### config.mk
export PLATFORM = sky130hd
export DESIGN_NAME = pacegen_top
export DESIGN_NICKNAME = d
export VERILOG_FILES = /design/src/rtl/pacegen_pkg.sv /design/src/rtl/pacegen_cnt.sv /design/src/rtl/pacegen_addr.sv /design/src/rtl/pacegen_id.sv /design/src/rtl/pacegen_top.sv
export SDC_FILE = /design/constraint.sdc
export NUM_CORES = 1
export LEC_CHECK = 0
export BUFFER_PORTS_ARGS = -buffer_cell sky130_fd_sc_hd__buf_2
export CORE_ASPECT_RATIO = 1.4
export CORE_MARGIN = 4
export CORE_UTILIZATION = 60
export DETAILED_ROUTE_END_ITERATION = 10
export PLACE_DENSITY_LB_ADDON = 0.12
export SYNTH_ARGS = -nofsm -noshare
export SYNTH_HDL_FRONTEND = slang
export SYNTH_SLANG_ARGS = --single-unit
export TNS_END_PERCENT = 100
### constraint.sdc
create_clock -name clk -period 6.4 [get_ports clk]
set_clock_uncertainty 0.1 [all_clocks]
set_input_delay 0.64 -clock clk [delete_from_list [all_inputs] [get_ports clk]]
set_output_delay 0.64 -clock clk [all_outputs]
set_load 0.005 [all_outputs]
### src/rtl/pacegen_pkg.sv
package pacegen_pkg;

    typedef enum logic [2:0] {
        ST_IDLE,
        ST_DELAY,
        ST_ADDR,
        ST_DATA,
        ST_GAP
    } pg_state_e;

    localparam logic [1:0] BURST_INCR = 2'b01;
    localparam logic [1:0] BURST_WRAP = 2'b10;
    localparam logic [2:0] SIZE_32B   = 3'b101;

    function automatic logic burst_legal(input logic [1:0] code);
        return (code == BURST_INCR) || (code == BURST_WRAP);
    endfunction

endpackage

### src/rtl/pacegen_cnt.sv
// Loadable down-counter that parks at zero.
module pacegen_cnt #(
    parameter int W = 16
) (
    input  logic         clk,
    input  logic         rst_n,
    input  logic         load,
    input  logic [W-1:0] load_val,
    output logic         zero
);
    logic [W-1:0] cnt_q;

    always_ff @(posedge clk or negedge rst_n) begin
        if (!rst_n) begin
            cnt_q <= '0;
        end else if (load) begin
            cnt_q <= load_val;
        end else if (cnt_q != '0) begin
            cnt_q <= cnt_q - 1'b1;
        end
    end

    assign zero = (cnt_q == '0);
endmodule

### src/rtl/pacegen_addr.sv
// Address walker with fold-back into the base/high window.
module pacegen_addr #(
    parameter int ADDR_W = 32
) (
    input  logic              clk,
    input  logic              rst_n,
    input  logic              load,
    input  logic [ADDR_W-1:0] first_addr,
    input  logic [ADDR_W-1:0] stride,
    input  logic [ADDR_W-1:0] base_addr,
    input  logic [ADDR_W-1:0] high_addr,
    input  logic              advance,
    output logic [ADDR_W-1:0] addr
);
    localparam int SUM_W = ADDR_W + 1;

    logic [ADDR_W-1:0] addr_q, stride_q, base_q, high_q;
    logic [SUM_W-1:0]  sum;
    logic [ADDR_W-1:0] addr_next;

    always_comb begin
        sum       = {1'b0, addr_q} + {1'b0, stride_q};
        addr_next = (sum > {1'b0, high_q}) ? base_q : sum[ADDR_W-1:0];
    end

    always_ff @(posedge clk or negedge rst_n) begin
        if (!rst_n) begin
            addr_q   <= '0;
            stride_q <= '0;
            base_q   <= '0;
            high_q   <= '0;
        end else if (load) begin
            addr_q   <= first_addr;
            stride_q <= stride;
            base_q   <= base_addr;
            high_q   <= high_addr;
        end else if (advance) begin
            addr_q   <= addr_next;
        end
    end

    assign addr = addr_q;
endmodule

### src/rtl/pacegen_id.sv
// Transaction ID source: rolling or fixed.
module pacegen_id #(
    parameter int ID_W = 6
) (
    input  logic            clk,
    input  logic            rst_n,
    input  logic            load,
    input  logic            auto_mode,
    input  logic [ID_W-1:0] fixed_id,
    input  logic            advance,
    output logic [ID_W-1:0] id
);
    localparam logic [ID_W-1:0] ID_TOP = {ID_W{1'b1}};

    logic [ID_W-1:0] id_q;
    logic            auto_q;

    always_ff @(posedge clk or negedge rst_n) begin
        if (!rst_n) begin
            id_q   <= '0;
            auto_q <= 1'b0;
        end else if (load) begin
            auto_q <= auto_mode;
            id_q   <= auto_mode ? '0 : fixed_id;
        end else if (advance && auto_q) begin
            id_q   <= (id_q == ID_TOP) ? '0 : id_q + 1'b1;
        end
    end

    assign id = id_q;
endmodule

### src/rtl/pacegen_top.sv
module pacegen_top
    import pacegen_pkg::*;
#(
    parameter int ADDR_W = 32,
    parameter int ID_W   = 6,
    parameter int CNT_W  = 16,
    parameter int GAP_W  = 8,
    parameter int LEN_W  = 4
) (
    input  logic              clk,
    input  logic              rst_n,
    input  logic              start,
    input  logic              wr_mode,
    input  logic [CNT_W-1:0]  cfg_txn_count,
    input  logic [CNT_W-1:0]  cfg_start_delay,
    input  logic [GAP_W-1:0]  cfg_gap,
    input  logic [ADDR_W-1:0] cfg_start_addr,
    input  logic [ADDR_W-1:0] cfg_stride,
    input  logic [ADDR_W-1:0] cfg_base_addr,
    input  logic [ADDR_W-1:0] cfg_high_addr,
    input  logic [LEN_W-1:0]  cfg_len,
    input  logic [1:0]        cfg_burst,
    input  logic              cfg_id_auto,
    input  logic [ID_W-1:0]   cfg_id_fixed,
    output logic              ax_valid,
    input  logic              ax_ready,
    output logic [ADDR_W-1:0] ax_addr,
    output logic [7:0]        ax_len,
    output logic [2:0]        ax_size,
    output logic [1:0]        ax_burst,
    output logic [ID_W-1:0]   ax_id,
    output logic              w_valid,
    input  logic              w_ready,
    output logic              w_last,
    output logic              busy,
    output logic              done,
    output logic              cfg_err
);
    localparam int LEN_PAD = 8 - LEN_W;

    pg_state_e state_q, state_d, gap_ret_q, gap_tgt;

    logic             start_ok, ax_hs, w_hs;
    logic             gap_go, finish, last_txn, beat_end, txn_dec;
    logic             dly_zero, gap_zero;
    logic [CNT_W-1:0] txn_left_q;
    logic [GAP_W-1:0] gap_q, gap_load_val;
    logic [LEN_W-1:0] len_q, beat_q;
    logic [1:0]       burst_q;
    logic             wr_q, done_q, err_q;

    assign start_ok = (state_q == ST_IDLE) && start && burst_legal(cfg_burst);
    assign ax_hs    = ax_valid && ax_ready;
    assign w_hs     = w_valid && w_ready;
    assign last_txn = (txn_left_q == CNT_W'(1));
    assign beat_end = (beat_q == len_q);
    assign gap_load_val = (gap_q == '0) ? '0 : gap_q - 1'b1;

    // Sub-units
    pacegen_cnt #(.W(CNT_W)) u_delay_cnt (
        .clk      (clk),
        .rst_n    (rst_n),
        .load     (start_ok),
        .load_val (cfg_start_delay),
        .zero     (dly_zero)
    );

    pacegen_cnt #(.W(GAP_W)) u_gap_cnt (
        .clk      (clk),
        .rst_n    (rst_n),
        .load     (gap_go),
        .load_val (gap_load_val),
        .zero     (gap_zero)
    );

    pacegen_addr #(.ADDR_W(ADDR_W)) u_addr (
        .clk        (clk),
        .rst_n      (rst_n),
        .load       (start_ok),
        .first_addr (cfg_start_addr),
        .stride     (cfg_stride),
        .base_addr  (cfg_base_addr),
        .high_addr  (cfg_high_addr),
        .advance    (ax_hs),
        .addr       (ax_addr)
    );

    pacegen_id #(.ID_W(ID_W)) u_id (
        .clk       (clk),
        .rst_n     (rst_n),
        .load      (start_ok),
        .auto_mode (cfg_id_auto),
        .fixed_id  (cfg_id_fixed),
        .advance   (ax_hs),
        .id        (ax_id)
    );

    // State register
    always_ff @(posedge clk or negedge rst_n) begin
        if (!rst_n) begin
            state_q <= ST_IDLE;
        end else begin
            state_q <= state_d;
        end
    end

    // Next-state logic
    always_comb begin
        state_d = state_q;
        gap_go  = 1'b0;
        gap_tgt = ST_ADDR;
        finish  = 1'b0;
        txn_dec = 1'b0;
        unique case (state_q)
            ST_IDLE: begin
                if (start_ok) state_d = ST_DELAY;
            end
            ST_DELAY: begin
                if (dly_zero) begin
                    if (txn_left_q == '0) begin
                        state_d = ST_IDLE;
                        finish  = 1'b1;
                    end else begin
                        state_d = ST_ADDR;
                    end
                end
            end
            ST_ADDR: begin
                if (ax_hs) begin
                    if (wr_q) begin
                        gap_tgt = ST_DATA;
                        gap_go  = 1'b1;
                    end else begin
                        txn_dec = 1'b1;
                        if (last_txn) begin
                            state_d = ST_IDLE;
                            finish  = 1'b1;
                        end else begin
                            gap_tgt = ST_ADDR;
                            gap_go  = 1'b1;
                        end
                    end
                end
            end
            ST_DATA: begin
                if (w_hs) begin
                    if (!beat_end) begin
                        gap_tgt = ST_DATA;
                        gap_go  = 1'b1;
                    end else begin
                        txn_dec = 1'b1;
                        if (last_txn) begin
                            state_d = ST_IDLE;
                            finish  = 1'b1;
                        end else begin
                            gap_tgt = ST_ADDR;
                            gap_go  = 1'b1;
                        end
                    end
                end
            end
            ST_GAP: begin
                if (gap_zero) state_d = gap_ret_q;
            end
            default: state_d = ST_IDLE;
        endcase
        if (gap_go) state_d = (gap_q == '0) ? gap_tgt : ST_GAP;
    end

    // Run bookkeeping
    always_ff @(posedge clk or negedge rst_n) begin
        if (!rst_n) begin
            gap_ret_q  <= ST_IDLE;
            txn_left_q <= '0;
            gap_q      <= '0;
            len_q      <= '0;
            burst_q    <= BURST_INCR;
            wr_q       <= 1'b0;
            beat_q     <= '0;
            done_q     <= 1'b0;
            err_q      <= 1'b0;
        end else begin
            done_q <= finish;
            if (gap_go) gap_ret_q <= gap_tgt;
            if (state_q == ST_IDLE && start) err_q <= !burst_legal(cfg_burst);
            if (start_ok) begin
                txn_left_q <= cfg_txn_count;
                gap_q      <= cfg_gap;
                len_q      <= cfg_len;
                burst_q    <= cfg_burst;
                wr_q       <= wr_mode;
            end else if (txn_dec) begin
                txn_left_q <= txn_left_q - 1'b1;
            end
            if (ax_hs) begin
                beat_q <= '0;
            end else if (w_hs && !beat_end) begin
                beat_q <= beat_q + 1'b1;
            end
        end
    end

    // Outputs
    always_comb begin
        ax_valid = (state_q == ST_ADDR);
        w_valid  = (state_q == ST_DATA);
        w_last   = w_valid && beat_end;
        ax_len   = {{LEN_PAD{1'b0}}, len_q};
        ax_size  = SIZE_32B;
        ax_burst = burst_q;
        busy     = (state_q != ST_IDLE);
        done     = done_q;
        cfg_err  = err_q;
    end
endmodule

### After elaboration in Yosys (flattened, before gate mapping)

Index checks and enable logic that the tools add are counted.

| operators by class | value |
|---|---|
| add/subtract/negate cells | 7 |
| mux-type cells | 52 |
| equality and inequality tests | 16 |
| reductions and logical operators | 25 |
| $lt $le $gt $ge | 1 |

Operators with widths:

| kind | number |
|---|---|
| $mux W32 | 3 |
| $mux W16 | 4 |
| $add A32 B32 Y33 | 1 |
| $gt A33 B32 Y1 | 1 |
| $logic_not A16 Y1 | 2 |
| $sub A16 B1 Y16 const B | 2 |
| $mux W3 | 10 |
| $mux W6 | 4 |
| $mux W8 | 3 |
| $mux W1 | 20 |
| $eq A16 B1 Y1 const B | 1 |
| $logic_not A8 Y1 | 2 |
| $reduce_bool A16 Y1 | 1 |
| $sub A8 B1 Y8 const B | 2 |
| $pmux W3 S5 | 1 |
| $ne A3 B3 Y1 const B | 4 |
| $reduce_bool A2 Y1 | 6 |
| $ne A3 B1 Y1 const B | 3 |
| $mux W4 | 2 |
| $reduce_bool A8 Y1 | 1 |
| $logic_and A1 B1 Y1 | 7 |
| $reduce_and A7 Y1 | 1 |
| $add A6 B1 Y6 const B | 1 |
| $eq A3 B2 Y1 const B | 2 |
| other kinds (15) | 17 |

| word-level totals | value |
|---|---|
| output and inout port bits | 57 |
| register bits after elaboration | 202 |
| logic and storage cells | 119 |
| bits of input ports | 187 |

### Logic depth before layout (Yosys ltp)

Gate-level depths: netlist of run 1.

| logic depth | value |
|---|---|
| depth in word-level cells | 7 |
| depth in mapped cells | 21 |
| mapped depth without buffers | 20 |

### Cells and area by module

From an unflattened synthesis of run 1, not the netlist that was laid out.

| unflattened totals | value |
|---|---|
| cells, all modules | 1,243 |
| area, all modules | 12,141.6 um2 |

By module, submodules not included:

| module | instances | cells each | area an instance (um2) |
|---|---|---|---|
| pacegen_addr | 1 | 779 | 7,840.0 |
| pacegen_top | 1 | 262 | 2,413.6 |
| pacegen_cnt at u_delay_cnt | 1 | 104 | 1,006.0 |
| pacegen_cnt at u_gap_cnt | 1 | 54 | 476.7 |
| pacegen_id | 1 | 44 | 405.4 |

### Worst setup path before layout of run 1

No wires, ideal clock.

| timing path | value |
|---|---|
| path type | reg-to-reg |
| start | reg u_addr.addr_q[0], in the netlist u_addr.addr[0] |
| end | reg u_addr.addr_q[14], in the netlist u_addr.addr[14] |
| clock period less this slack | 4.344 ns |
| slack | 2.056 ns |
| arrival time | 4.109 ns |
| cell stages (with the launch flop) | 21 |
| library setup time | 0.135 ns |
| path through | dfrtp_1 > ha_1 > fa_1 > a21o_1 > a311o_1 > nand3_1 > o2111ai_1 > a31o_2 > a21oi_1 > xnor2_1 > ha_1 > nand4_1 > nor3_1 > a221oi_1 > o211ai_1 > a211oi_1 > o21ai_1 > nor2_8 > buf_12 > mux2i_1 > o22ai_1 |

| on the way | value |
|---|---|
| word-level cells in the longest chain between the ends | 5 |

RTL lines:

| element | line | text |
|---|---|---|
| from (decl) | pacegen_addr.sv:17 | `logic [ADDR_W-1:0] addr_q, stride_q, base_q, high_q;` |
| from (signal assigned) | pacegen_addr.sv:33 | `addr_q <= first_addr;` |
| from (signal assigned) | pacegen_addr.sv:38 | `addr_q <= addr_next;` |
| $add A32 B32 Y33 (*) | pacegen_addr.sv:22 | `sum = {1'b0, addr_q} + {1'b0, stride_q};` |
| $gt A33 B32 Y1 | pacegen_addr.sv:23 | `addr_next = (sum > {1'b0, high_q}) ? base_q : sum[ADDR_W-1:0];` |
| $mux W32 (*) | pacegen_addr.sv:23 |  |
| $mux W32 (*) | pacegen_addr.sv:37 | `end else if (advance) begin` |
| $mux W32 (*) | pacegen_addr.sv:32 | `end else if (load) begin` |

Every way passes the cells marked *; elsewhere a longest branch is shown, timed or not. The select of a mux whose other input is x is not followed.
A chain may end at the register's enable or synchronous reset.

### Final worst setup path of run 1

| timing path | value |
|---|---|
| start | reg u_addr.addr_q[0], in the netlist u_addr.addr[0] |
| end | reg u_addr.addr_q[28], in the netlist u_addr.addr[28] |

The elaborated chain is that of the path after synthesis.

==> flow_metrics.py, run 1 <==
metrics = {
    "run_status": {
        "status": "finished clean",
    },
    "logic_synthesis": {
        "yosys.area.top_type": "dfrtp_1",
        "ys_warn_count": 0,
        "post_synth_fa_ha_maj_area_fraction_pct": 7.91,
        "synth-async-reset-ratio_pct": 100,
        "yosys.area_share.xor_xnor_pct": 5.05,
        "synthTopCellsByArea": "dfrtp_1, nand2_1, ha_1",
        "synth_area_per_cell_um2": 8.56,
        "ys_types": 68,
        "synth_edf_count": 0,
        "synth_ff_type": "dfrtp_1",
        "netlist.area_leader.share_pct": 42.4,
        "synth-compound-area-share_pct": 15.6,
        "syn-cell-area_um2": 11800,
        "seq_area_frac_synth_pct": 42.6,
        "synth-simple-area-share_pct": 21.2,
        "synthMuxAreaShare_pct": 2.98,
        "synth_top_family_by_area": "simple AND/OR/NAND/NOR gates",
        "ys_ff_latch": 201,
        "synth_cells": 1378,
    },
    "final_layout": {
        "num_antenna_cells": 0,
        "fin_cells": 1847,
        "final_area_um2": 13800,
        "drive_above_1_share_pct": 18.9,
        "num-fill-cells": 1604,
        "layout_common_cells": "nand2_1, buf_2, dfrtp_1",
        "multi_input_area_um2": 6270,
        "mostFrequentLayoutCell": "nand2_1",
        "final_nets": 1846,
        "seq_area_um2": 5030,
        "areaGrowthSynthToFinish_pct": 16.6,
    },
    "clocking": {
        "cts_tree": "yes",
        "numCtsBuffers": 21,
        "hold_buffers": 0,
        "clock_sinks": 201,
        "clkTransAtPathRegs_ns": 0.06,
        "htreeDepth": 1,
        "clock_latency_ns": 0.49,
        "cts_resized": 0,
        "cts_root_buf": "clkbuf_16",
        "cts_buffer_depth": 3,
        "post_cts.repair.setup_buffers": 0,
    },
    "drt": {
        "firstDrtPassIters": 5,
        "vias": 10500,
        "wirelength_um": 32000,
        "drc": 0,
        "antenna_left": 0,
        "wl_per_cell_um": 17.3,
        "viasPerCell": 5.69,
        "drt_iter0_markers": 487,
    },
    "power": {
        "cellPowerDensity_nw_per_um2": 641,
        "switching_share_pct": 45.9,
        "power_frac_clock_pct": 13.4,
        "power_frac_seq_pct": 26.4,
        "combPwrFrac_pct": 60.2,
        "leakage_nw": 6.90,
        "p_int_mw": 4.78,
        "irDropWorstVdd_uv": 505,
        "p_sw_mw": 4.05,
    },
    "worst_setup_path": {
        "r2r-end": "u_addr.addr[28]",
        "cp-end-kind": "register",
        "crit_fanout": 36,
        "worstPathRequired_ns": 6.68,
        "rr_worst_depth": 18,
        "cpMostUsedCell": "o21ai_0",
        "criticalPathCategory": "reg2reg",
        "start_kind": "register",
        "regToRegStartpoint": "u_addr.addr[0]",
        "slowest_delay_ns": 0.63,
        "r2r_slack_ns": 1.19,
        "crit_start": "u_addr.addr[0]",
        "crit_chain": "ha_1, fa_1, a21o_1, a311o_1, nand3_1, nor2b_1, o21ai_0, xnor2_1, ha_1, a21oi_1, o21ai_0, a221oi_1, o211ai_1, a211oi_1, o21ai_1, nor2_8, o21ai_0, a31o_2",
        "slowest_stage": "nor2_8",
        "cp-endpoint": "u_addr.addr[28]",
        "worstPathArrival_ns": 5.49,
    },
    "placement": {
        "dp.cells": 1810,
        "place_area_um2": 13100,
        "portBuffers": 236,
        "gp_congestion": 0.983,
        "dp_slack_ns": 1.23,
        "dp_hpwl_um": 23600,
    },
    "sta": {
        "fin_hold_ws_ns": 0.0359,
        "tightest_slew_ns": 1.07,
        "timing.final.crit_share_pct": 81.3,
        "finalSetupViolCount": 0,
        "setup_tns_ns": 0,
        "fin_crit_ns": 5.21,
        "timing.slew.headroom_pct": 28.4,
        "worst_slack_ns": 1.19,
        "slew_viol_final": 0,
        "hold_violations": 0,
        "fmax_ghz": 0.192,
        "rsz0062_at_grt": "no",
    },
    "die": {
        "die_x_um": 127,
        "start_util_pct": 61.2,
        "core_area_um2": 19300,
        "dieArea_um2": 22000,
        "ios": 244,
        "rows": 60,
        "dieHeight_um": 174,
    },
    "grt": {
        "gr-total-overflow": 0,
        "met2_usage_pct": 51.1,
        "grt_util_met3_pct": 3.75,
        "gr-max-usage-layer": "met2",
        "antenna_found_initial": 0,
        "grtUsageMet1_pct": 34.7,
        "grt_max_degree": 82,
        "first_global_vias": 10600,
        "grtUsageTotal_pct": 28.5,
        "grt_pass1_wl_um": 51700,
    },
    "run": {
        "maxCapViolations": 0,
    },
    "min_path": {
        "hold_path_class": "in2async",
    },
}
sequential cells by signal (all words and copies together) (netlist names):
| name | cells |
|---|---|
| state_q | 3 |
| txn_left_q | 16 |
| gap_ret_q | 2 |
| gap_q | 8 |
| wr_q | 1 |
| len_q | 4 |
| done | 1 |
| u_addr.stride_q | 32 |
| beat_q | 4 |
| u_id.auto_q | 1 |
| u_id.id | 6 |
| u_addr.high_q | 32 |
| u_addr.base_q | 32 |
| u_gap_cnt.cnt_q | 8 |
| u_addr.addr | 32 |
| ax_burst | 2 |
| cfg_err | 1 |
| u_delay_cnt.cnt_q | 16 |
power by group through the flow:
stage | clock [mW] | combinational (mW) | sequential, mW
floorplan | 0 | 4.22 | 2.21
global placement | 0 | 5.11 | 2.31
detailed placement | 0 | 5.25 | 2.33
CTS | 1.21 | 5.29 | 2.32
global route | 1.26 | 5.93 | 2.40
finish | 1.19 | 5.31 | 2.33
cells by family after synthesis:
logic type                 Yosys count
AOI/OAI and AO/OA                  301
xor gates and xnor gates            68
adders and majority gates           74
buffers and inverters              122
DFF                                201
muxes                               35
other                                2
and+or+nand+nor                    575
layer usage:
| metal | part of all wire (%) | vias up |
|---|---|---|
| met4 | 3.6 | 0 |
| li1 | - | 5156 |
| met1 | 40 | 4956 |
| met2 | 51 | 330 |
| met5 | 0 | - |
| met3 | 5.5 | 68 |
worst min path at each step:
stage                 start      endpoint  slack [ns]  cells past startpoint
2_1_floorplan         rst_n   ax_burst[1]        0.24                      0
3_3_place_gp   gap_ret_q[0]  gap_ret_q[0]        0.35                      1
4_1_cts               rst_n   ax_burst[1]        0.05                      1
5_1_grt               rst_n   ax_burst[1]        0.08                      1
3_5_place_dp   gap_ret_q[0]  gap_ret_q[0]        0.36                      1
6_report              rst_n   ax_burst[1]        0.04                      1
synthesized netlist by cell type (all sizes together) (21+ instances only):
library cell,instances
clkbuf,49
dfrtp,200
nand3,25
xor2,25
nor3,24
nand2,347
ha,73
o22ai,21
nor2,96
inv,54
a21oi,88
mux2i,34
xnor2,43
o21ai,97
critical path: cells and delay by family (launching register included):
kind	cells	cell delay, ns
compound gates	11	2.36
simple gates	3	1.02
fa+ha+maj	3	0.96
flops	1	0.39
xor+xnor	1	0.25
stage by stage:
| step | total power [mW] | util [%] |
|---|---|---|
| 2_1_floorplan | 6.43 | - |
| 3_3_place_gp | 7.42 | 67.8 |
| 3_5_place_dp | 7.58 | 67.8 |
| 4_1_cts | 8.81 | 71.3 |
| 5_1_grt | 9.58 | 71.3 |
| 6_report | 8.82 | 71.3 |
final cells by class:
type,instances,area share (%)
Multi-Input combinational cell,1060,45.6
Sequential cell,201,36.6
Timing Repair Buffer,247,9.25
Clock buffer,32,4.70
Tap cell,248,2.26
Inverter,54,1.47
Clock inverter,5,0.182
(Power assumes the default switching activity.)
==> inputs of run 2 (changes only) <==
--- a/config.mk
+++ b/config.mk
@@ -8,7 +8,7 @@
 export BUFFER_PORTS_ARGS = -buffer_cell sky130_fd_sc_hd__buf_2
 export CORE_ASPECT_RATIO = 1.4
 export CORE_MARGIN = 4
-export CORE_UTILIZATION = 60
+export CORE_UTILIZATION = 50
 export DETAILED_ROUTE_END_ITERATION = 10
 export PLACE_DENSITY_LB_ADDON = 0.12
 export SYNTH_ARGS = -nofsm -noshare
==> constraint.sdc (replaced) <==
create_clock -name clk -period 4.3 [get_ports clk]
set_clock_uncertainty 0.1 [all_clocks]
set_input_delay 0.43 -clock clk [delete_from_list [all_inputs] [get_ports clk]]
set_output_delay 0.43 -clock clk [all_outputs]
set_load 0.005 [all_outputs]
==> run 2 against run 1 <==
The run now ends with negative hold slack, negative setup slack left. Worst hold slack worse by 0.064 ns. Total power up 86%. Clock power up 68%. Global-route usage down 2.5 points. Final area up 11%. Worst setup slack worse by 1.4 ns. Core utilization down 5.3 points. First-iteration DRC count up 33%. Combinational power up 110%. Die area up 19%. Largest power group unchanged. Highest routed layer unchanged.
==> flow_metrics.py, run 2 (synthesized netlist as in run 1, its figures left out) <==
metrics = {
    "sta": {
        "slew_viol_final": 0,
        "fmax_ghz": 0.223,
        "finalSetupViolCount": 32,
        "fin_hold_ws_ns": -0.0281,
        "timing.final.crit_share_pct": 104,
        "tightest_slew_ns": 1.11,
        "rsz0062_at_grt": "yes",
        "hold_violations": 21,
        "fin_crit_ns": 4.48,
        "worst_slack_ns": -0.183,
        "timing.slew.headroom_pct": 25.6,
    },
    "power": {
        "cellPowerDensity_nw_per_um2": 1070,
        "p_sw_mw": 7.00,
        "switching_share_pct": 42.6,
        "power_frac_seq_pct": 21.1,
        "irDropWorstVdd_uv": 931,
        "combPwrFrac_pct": 66.7,
        "leakage_nw": 7.62,
        "p_int_mw": 9.42,
        "power_frac_clock_pct": 12.2,
    },
    "worst_setup_path": {
        "criticalPathCategory": "reg2reg",
        "crit_chain": "ha_4, a21oi_4, a21boi_2, o311a_1, or4_4, a21oi_4, nor2_2, xnor2_2, ha_1, nand4_1, buf_4, nor4_2, buf_4, nand3_1, o21ai_1, o21ai_2, nor2_8, buf_12, buf_16, mux2i_2, o21ai_1",
        "worstPathArrival_ns": 4.76,
        "r2r_slack_ns": -0.18,
        "slowest_delay_ns": 0.44,
        "start_kind": "register",
        "worstPathRequired_ns": 4.57,
        "critical_path_buf_inv_count": 4,
        "cp-end-kind": "register",
        "crit_fanout": 8,
        "critPathTopFamily": "simple AND/OR/NAND/NOR gates",
        "slowest_stage": "or4_4",
    },
    "clocking": {
        "clock_latency_ns": 0.51,
        "cts_buffer_depth": 3,
        "clock_sinks": 201,
        "clkTransAtPathRegs_ns": 0.06,
        "htreeDepth": 1,
        "numCtsBuffers": 22,
        "cts_root_buf": "clkbuf_16",
        "cts_tree": "yes",
    },
    "grt": {
        "grtUsageTotal_pct": 26.0,
        "gr-total-overflow": 0,
        "antenna_found_initial": 0,
        "first_global_vias": 11100,
        "grt_pass1_wl_um": 54700,
        "grt_max_degree": 124,
    },
    "die": {
        "die_x_um": 138,
        "dieHeight_um": 190,
        "core_area_um2": 23200,
        "ios": 244,
        "rows": 66,
        "start_util_pct": 50.9,
        "dieArea_um2": 26200,
    },
    "drt": {
        "wl_per_cell_um": 16.9,
        "wirelength_um": 34500,
        "drc": 0,
        "vias": 11000,
        "drt_iter0_markers": 646,
        "antenna_left": 0,
        "firstDrtPassIters": 5,
        "viasPerCell": 5.37,
    },
    "final_layout": {
        "num_antenna_cells": 0,
        "layout_common_cells": "nand2_1, buf_2, dfrtp_1",
        "seq_area_um2": 5030,
        "mostFrequentLayoutCell": "nand2_1",
        "drive_above_1_share_pct": 27.3,
        "areaGrowthSynthToFinish_pct": 29.9,
        "final_area_um2": 15300,
        "num-fill-cells": 1974,
        "multi_input_area_um2": 6600,
        "final_nets": 1977,
    },
    "run_status": {
        "status": "finished, violations left",
        "violations": "negative hold slack, negative setup slack",
    },
    "placement": {
        "portBuffers": 236,
        "gp_congestion": 0.908,
        "dp_slack_ns": -0.340,
        "dp_hpwl_um": 25800,
        "place_area_um2": 13900,
    },
    "min_path": {
        "hold_path_class": "in2async",
    },
    "run": {
        "maxCapViolations": 0,
    },
}
## run 2: cell types whose count changed in the layout (fill, tap and decap cells not counted), moves of 4 or more
cell / before / now
buf_4: 11 / 126
ha_1: 73 / 61
ha_4: 0 / 10
dlygate4sd3_1: 0 / 9
o21ai_0: 85 / 77
a21oi_1: 86 / 80
a21oi_2: 0 / 6
o21ai_1: 12 / 18
a211oi_1: 7 / 2
clkbuf_8: 9 / 5
## run 2: final timing paths
path / startpoint / endpoint / depth (start not counted)
min in group clk: cfg_base_addr[18] / u_addr.base_q[18] / 3
worst min-delay path: rst_n / ax_burst[1] / 1
max in group asynchronous: rst_n / u_addr.addr[13] / 2
worst min register to register: gap_ret_q[1] / gap_ret_q[1] / 1
worst max-delay path: u_addr.stride_q[18] / u_addr.addr[18] / 21
worst max register to register: u_addr.stride_q[18] / u_addr.addr[18] / 21
## run 2: what timing repair did
item / 4_1_cts / 5_1_grt
cloned: 1 / 0
pin swaps: 33 / 16
buffers inserted: 15 / 12
hold endpoints to repair: 9 / 0
setup endpoints to repair: 32 / 32
gates resized for setup: 33 / 29
hold buffers: 9 / 0
## run 2: area by class of cell
type                            count  share of cell area [%]
Clock buffer                       31                    4.21
Clock inverter                      9                   0.816
Inverter                           54                    1.32
Multi-Input combinational cell   1060                    43.1
Sequential cell                   201                    32.8
Tap cell                          306                    2.50
Timing Repair Buffer              377                    15.2
## run 2: metal layers
| metal | track usage, % | share of wire [%] | vias up |
|---|---|---|---|
| met4 | 8.02 | 3.2 | 0 |
| met2 | 47.9 | 52 | 302 |
| met3 | 3.41 | 5.0 | 69 |
| li1 | - | - | 5393 |
| met1 | 31.1 | 39 | 5189 |
| met5 | 0 | 0 | - |
## run 2: through the flow
stage / TNS (ns) / total power, mW / util, % / cells
floorplan: 0 / 9.63 / - / 1383
global placement: -7.83 / 12.8 / 59.9 / 1962
detailed placement: -9.77 / 13.0 / 59.9 / 1962
CTS: -4.91 / 16.0 / 65.0 / 2027
global route: -12.49 / 17.8 / 66.1 / 2038
finish: -4.35 / 16.4 / 66.1 / 2038
## run 2: power groups by stage
stage / combinational [mW] / clock, mW / sequential, mW
finish: 10.9 / 2.00 / 3.47
global route: 12.1 / 2.13 / 3.57
CTS: 10.6 / 2.04 / 3.44
detailed placement: 9.52 / 0 / 3.45
global placement: 9.33 / 0 / 3.43
floorplan: 6.34 / 0 / 3.29
==> inputs of run 3 (changes only) <==
--- a/config.mk
+++ b/config.mk
@@ -8,10 +8,11 @@
 export BUFFER_PORTS_ARGS = -buffer_cell sky130_fd_sc_hd__buf_2
 export CORE_ASPECT_RATIO = 1.4
 export CORE_MARGIN = 4
-export CORE_UTILIZATION = 50
+export CORE_UTILIZATION = 51
 export DETAILED_ROUTE_END_ITERATION = 10
 export PLACE_DENSITY_LB_ADDON = 0.12
 export SYNTH_ARGS = -nofsm -noshare
 export SYNTH_HDL_FRONTEND = slang
+export SYNTH_HIERARCHICAL = 1
 export SYNTH_SLANG_ARGS = --single-unit
 export TNS_END_PERCENT = 100
==> run 3 against run 2 <==
The run ends with negative setup slack left. Global-route usage is 0.38 points lower. Synthesized cell count shrank 9.8%. Non-clock buffer count down 30. Worst setup slack better by 0.16 ns. Critical path depth down 2. Die area grew 0.82%. Synthesized area grew 2.9%. Wire length grew 2.2%. Worst hold slack gained 0.058 ns. Final area rose by 2.0%. Cell count is 7.5% lower. First-iteration DRC count down 21%. Critical path type unchanged. Critical endpoint is now u_addr/addr[21].
==> flow_metrics.py, run 3 <==
metrics = {
    "run_status": {
        "status": "finished, violations left",
        "violations": "negative setup slack",
    },
    "grt": {
        "grt_pass1_wl_um": 55400,
        "grtUsageTotal_pct": 25.7,
        "first_global_vias": 10900,
        "gr-total-overflow": 0,
        "antenna_found_initial": 9,
        "grt_max_degree": 109,
    },
    "worst_setup_path": {
        "regToRegStartpoint": "u_addr/stride_q[12]",
        "start_kind": "register",
        "slowest_delay_ns": 0.40,
        "worstPathRequired_ns": 4.59,
        "r2r_slack_ns": -0.02,
        "crit_chain": "ha_1, a21o_1, a31o_2, a32oi_1, buf_4, nand3b_1, buf_4, a21oi_1, o41ai_2, xor2_2, ha_2, a211oi_4, o211a_1, o21ai_2, o2bb2ai_2, a21oi_4, buf_12, mux2i_1, a221oi_1",
        "slowest_stage": "dfrtp_1",
        "cp-end-kind": "register",
        "criticalPathCategory": "reg2reg",
        "crit_fanout": 8,
        "cpMostUsedCell": "buf_4",
        "worstPathArrival_ns": 4.62,
        "crit_start": "u_addr/stride_q[12]",
        "cp-endpoint": "u_addr/addr[21]",
        "r2r-end": "u_addr/addr[21]",
        "rr_worst_depth": 19,
    },
    "die": {
        "dieHeight_um": 191,
        "rows": 66,
        "start_util_pct": 52.0,
        "dieArea_um2": 26400,
        "ios": 244,
        "die_x_um": 138,
        "core_area_um2": 23400,
    },
    "sta": {
        "worst_slack_ns": -0.0233,
        "tightest_slew_ns": 0.930,
        "fin_crit_ns": 4.32,
        "rsz0062_at_grt": "yes",
        "setup_tns_ns": -0.0465,
        "fmax_ghz": 0.231,
        "finalSetupViolCount": 3,
        "slew_viol_final": 0,
        "timing.slew.headroom_pct": 38.0,
        "hold_violations": 0,
        "timing.final.crit_share_pct": 101,
    },
    "clocking": {
        "htreeDepth": 1,
        "cts_buffer_depth": 3,
        "numCtsBuffers": 22,
        "cts_root_buf": "clkbuf_16",
        "cts_tree": "yes",
        "clkTransAtPathRegs_ns": 0.06,
        "clock_sinks": 201,
        "clock_latency_ns": 0.51,
    },
    "logic_synthesis": {
        "synthTopCellsByArea": "dfrtp_1, ha_1, mux2_2",
        "synth_ff_type": "dfrtp_1",
        "synth_most_common_cell": "dfrtp_1",
        "yosys.area.top_type": "dfrtp_1",
        "synth-async-reset-ratio_pct": 100,
        "synth_commonest_cells": "dfrtp_1, nand2_1, o21ai_0",
        "netlist.area_leader.share_pct": 41.2,
        "ys_types": 88,
        "ys_ff_latch": 201,
        "synth_cells": 1243,
        "seq_area_frac_synth_pct": 41.4,
        "ys_warn_count": 6,
        "synth_edf_count": 0,
        "syn-cell-area_um2": 12100,
        "synth_area_per_cell_um2": 9.77,
    },
    "final_layout": {
        "areaGrowthSynthToFinish_pct": 28.8,
        "final_nets": 1824,
        "layout_common_cells": "buf_2, dfrtp_1, nand2_1",
        "num-fill-cells": 1894,
        "seq_area_um2": 5030,
        "multi_input_area_um2": 7130,
        "drive_above_1_share_pct": 34.9,
        "num_antenna_cells": 0,
        "mostFrequentLayoutCell": "buf_2",
    },
    "drt": {
        "viasPerCell": 5.68,
        "vias": 10700,
        "wl_per_cell_um": 18.7,
        "drt_iter0_markers": 509,
        "wirelength_um": 35300,
        "antenna_left": 0,
        "firstDrtPassIters": 5,
        "drc": 0,
    },
    "placement": {
        "dp_hpwl_um": 26100,
        "portBuffers": 236,
        "gp_congestion": 0.924,
    },
    "run": {
        "maxCapViolations": 0,
    },
    "min_path": {
        "hold_path_class": "in2reg",
    },
}
[run 3: changes by cell type after synthesis, sizes merged, moves of 10 or more]
cell / change
nor3: +10
a21o: +14
nand2b: +13
o31ai: -10
o21ai: +11
nand2: -225
mux2: +78
a22oi: +10
nor2: -22
clkbuf: -16
a31oi: +13
a21oi: -32
o22ai: -19
[run 3: logic make-up after synthesis]
logic type / after synthesis / share of synthesized area [%]
multiplexers: 106 / 9.55
XOR/XNOR: 65 / 4.69
flip-flops: 201 / 41.4
AO/OA/AOI/OAI: 331 / 18.1
AND/OR/NAND/NOR: 350 / 14.4
adder cells (fa/ha/maj): 73 / 7.58
buffers and inverters: 115 / 4.13
other: 2 / 0.0619
[run 3: worst max-delay path: cells and delay by family, from the launching register on]
kind                       cells  cell delay, ns
adders and majority gates      2            0.53
muxes                          1            0.08
xor gates and xnor gates       1            0.21
buffers and inverters          3            0.58
AOI/OAI and AO/OA             11            2.13
and+or+nand+nor                1            0.20
DFF                            1            0.40
[run 3: timing repair]
item | CTS | global route
gates cloned | 1 | 0
hold buffers | 1 | 0
buffers inserted | 10 | 14
pin swaps | 24 | 48
hold endpoints to repair | 87 | 0
setup endpoints to repair | 32 | 32
gates resized for setup | 26 | 68
[run 3: area by class of cell]
type                            instances  share of cell area [%]
Tap cell                              306                    2.45
Sequential cell                       201                    32.2
Clock buffer                           31                    4.19
Clock inverter                          9                   0.792
Inverter                               60                    1.44
Timing Repair Buffer                  347                    13.4
Multi-Input combinational cell        932                    45.6
[run 3: per-layer routing]
| metal | global-route usage, % | share of wire (%) | up-vias |
|---|---|---|---|
| met5 | 0 | 0.31 | - |
| met4 | 9.47 | 3.7 | 18 |
| met3 | 5.67 | 5.9 | 104 |
| met2 | 47.2 | 52 | 317 |
| met1 | 29.1 | 38 | 5125 |
| li1 | - | - | 5146 |
[run 3: how the worst min path moves through the flow]
stage                           from             to  slack (ns)  cells past startpoint
detailed placement      gap_ret_q[1]   gap_ret_q[1]        0.36                      1
global placement        gap_ret_q[0]   gap_ret_q[0]        0.36                      1
finish              cfg_txn_count[3]  txn_left_q[3]        0.03                      3
floorplan                      rst_n    ax_burst[1]        0.03                      0
global route        cfg_txn_count[9]  txn_left_q[9]        0.02                      3
CTS                 cfg_txn_count[3]  txn_left_q[3]        0.01                      3
[run 3: stage by stage]
step                cell area (um2)  util, %  cells  hold WS [ns]  setup slack (ns)
CTS                           15200     65.0   1873        0.0123           -0.0925
global route                  15600     66.9   1886        0.0182            -0.166
finish                        15600     66.9   1886        0.0295           -0.0233
detailed placement            14200     60.7   1821         0.358            -0.228
global placement              14200     60.7   1821         0.356           -0.0658
floorplan                     12200        -   1248        0.0344            0.0147
Power of run 3 is not shown: default switching activity piles up to over one toggle a cycle in this logic, so the estimate is an artifact.
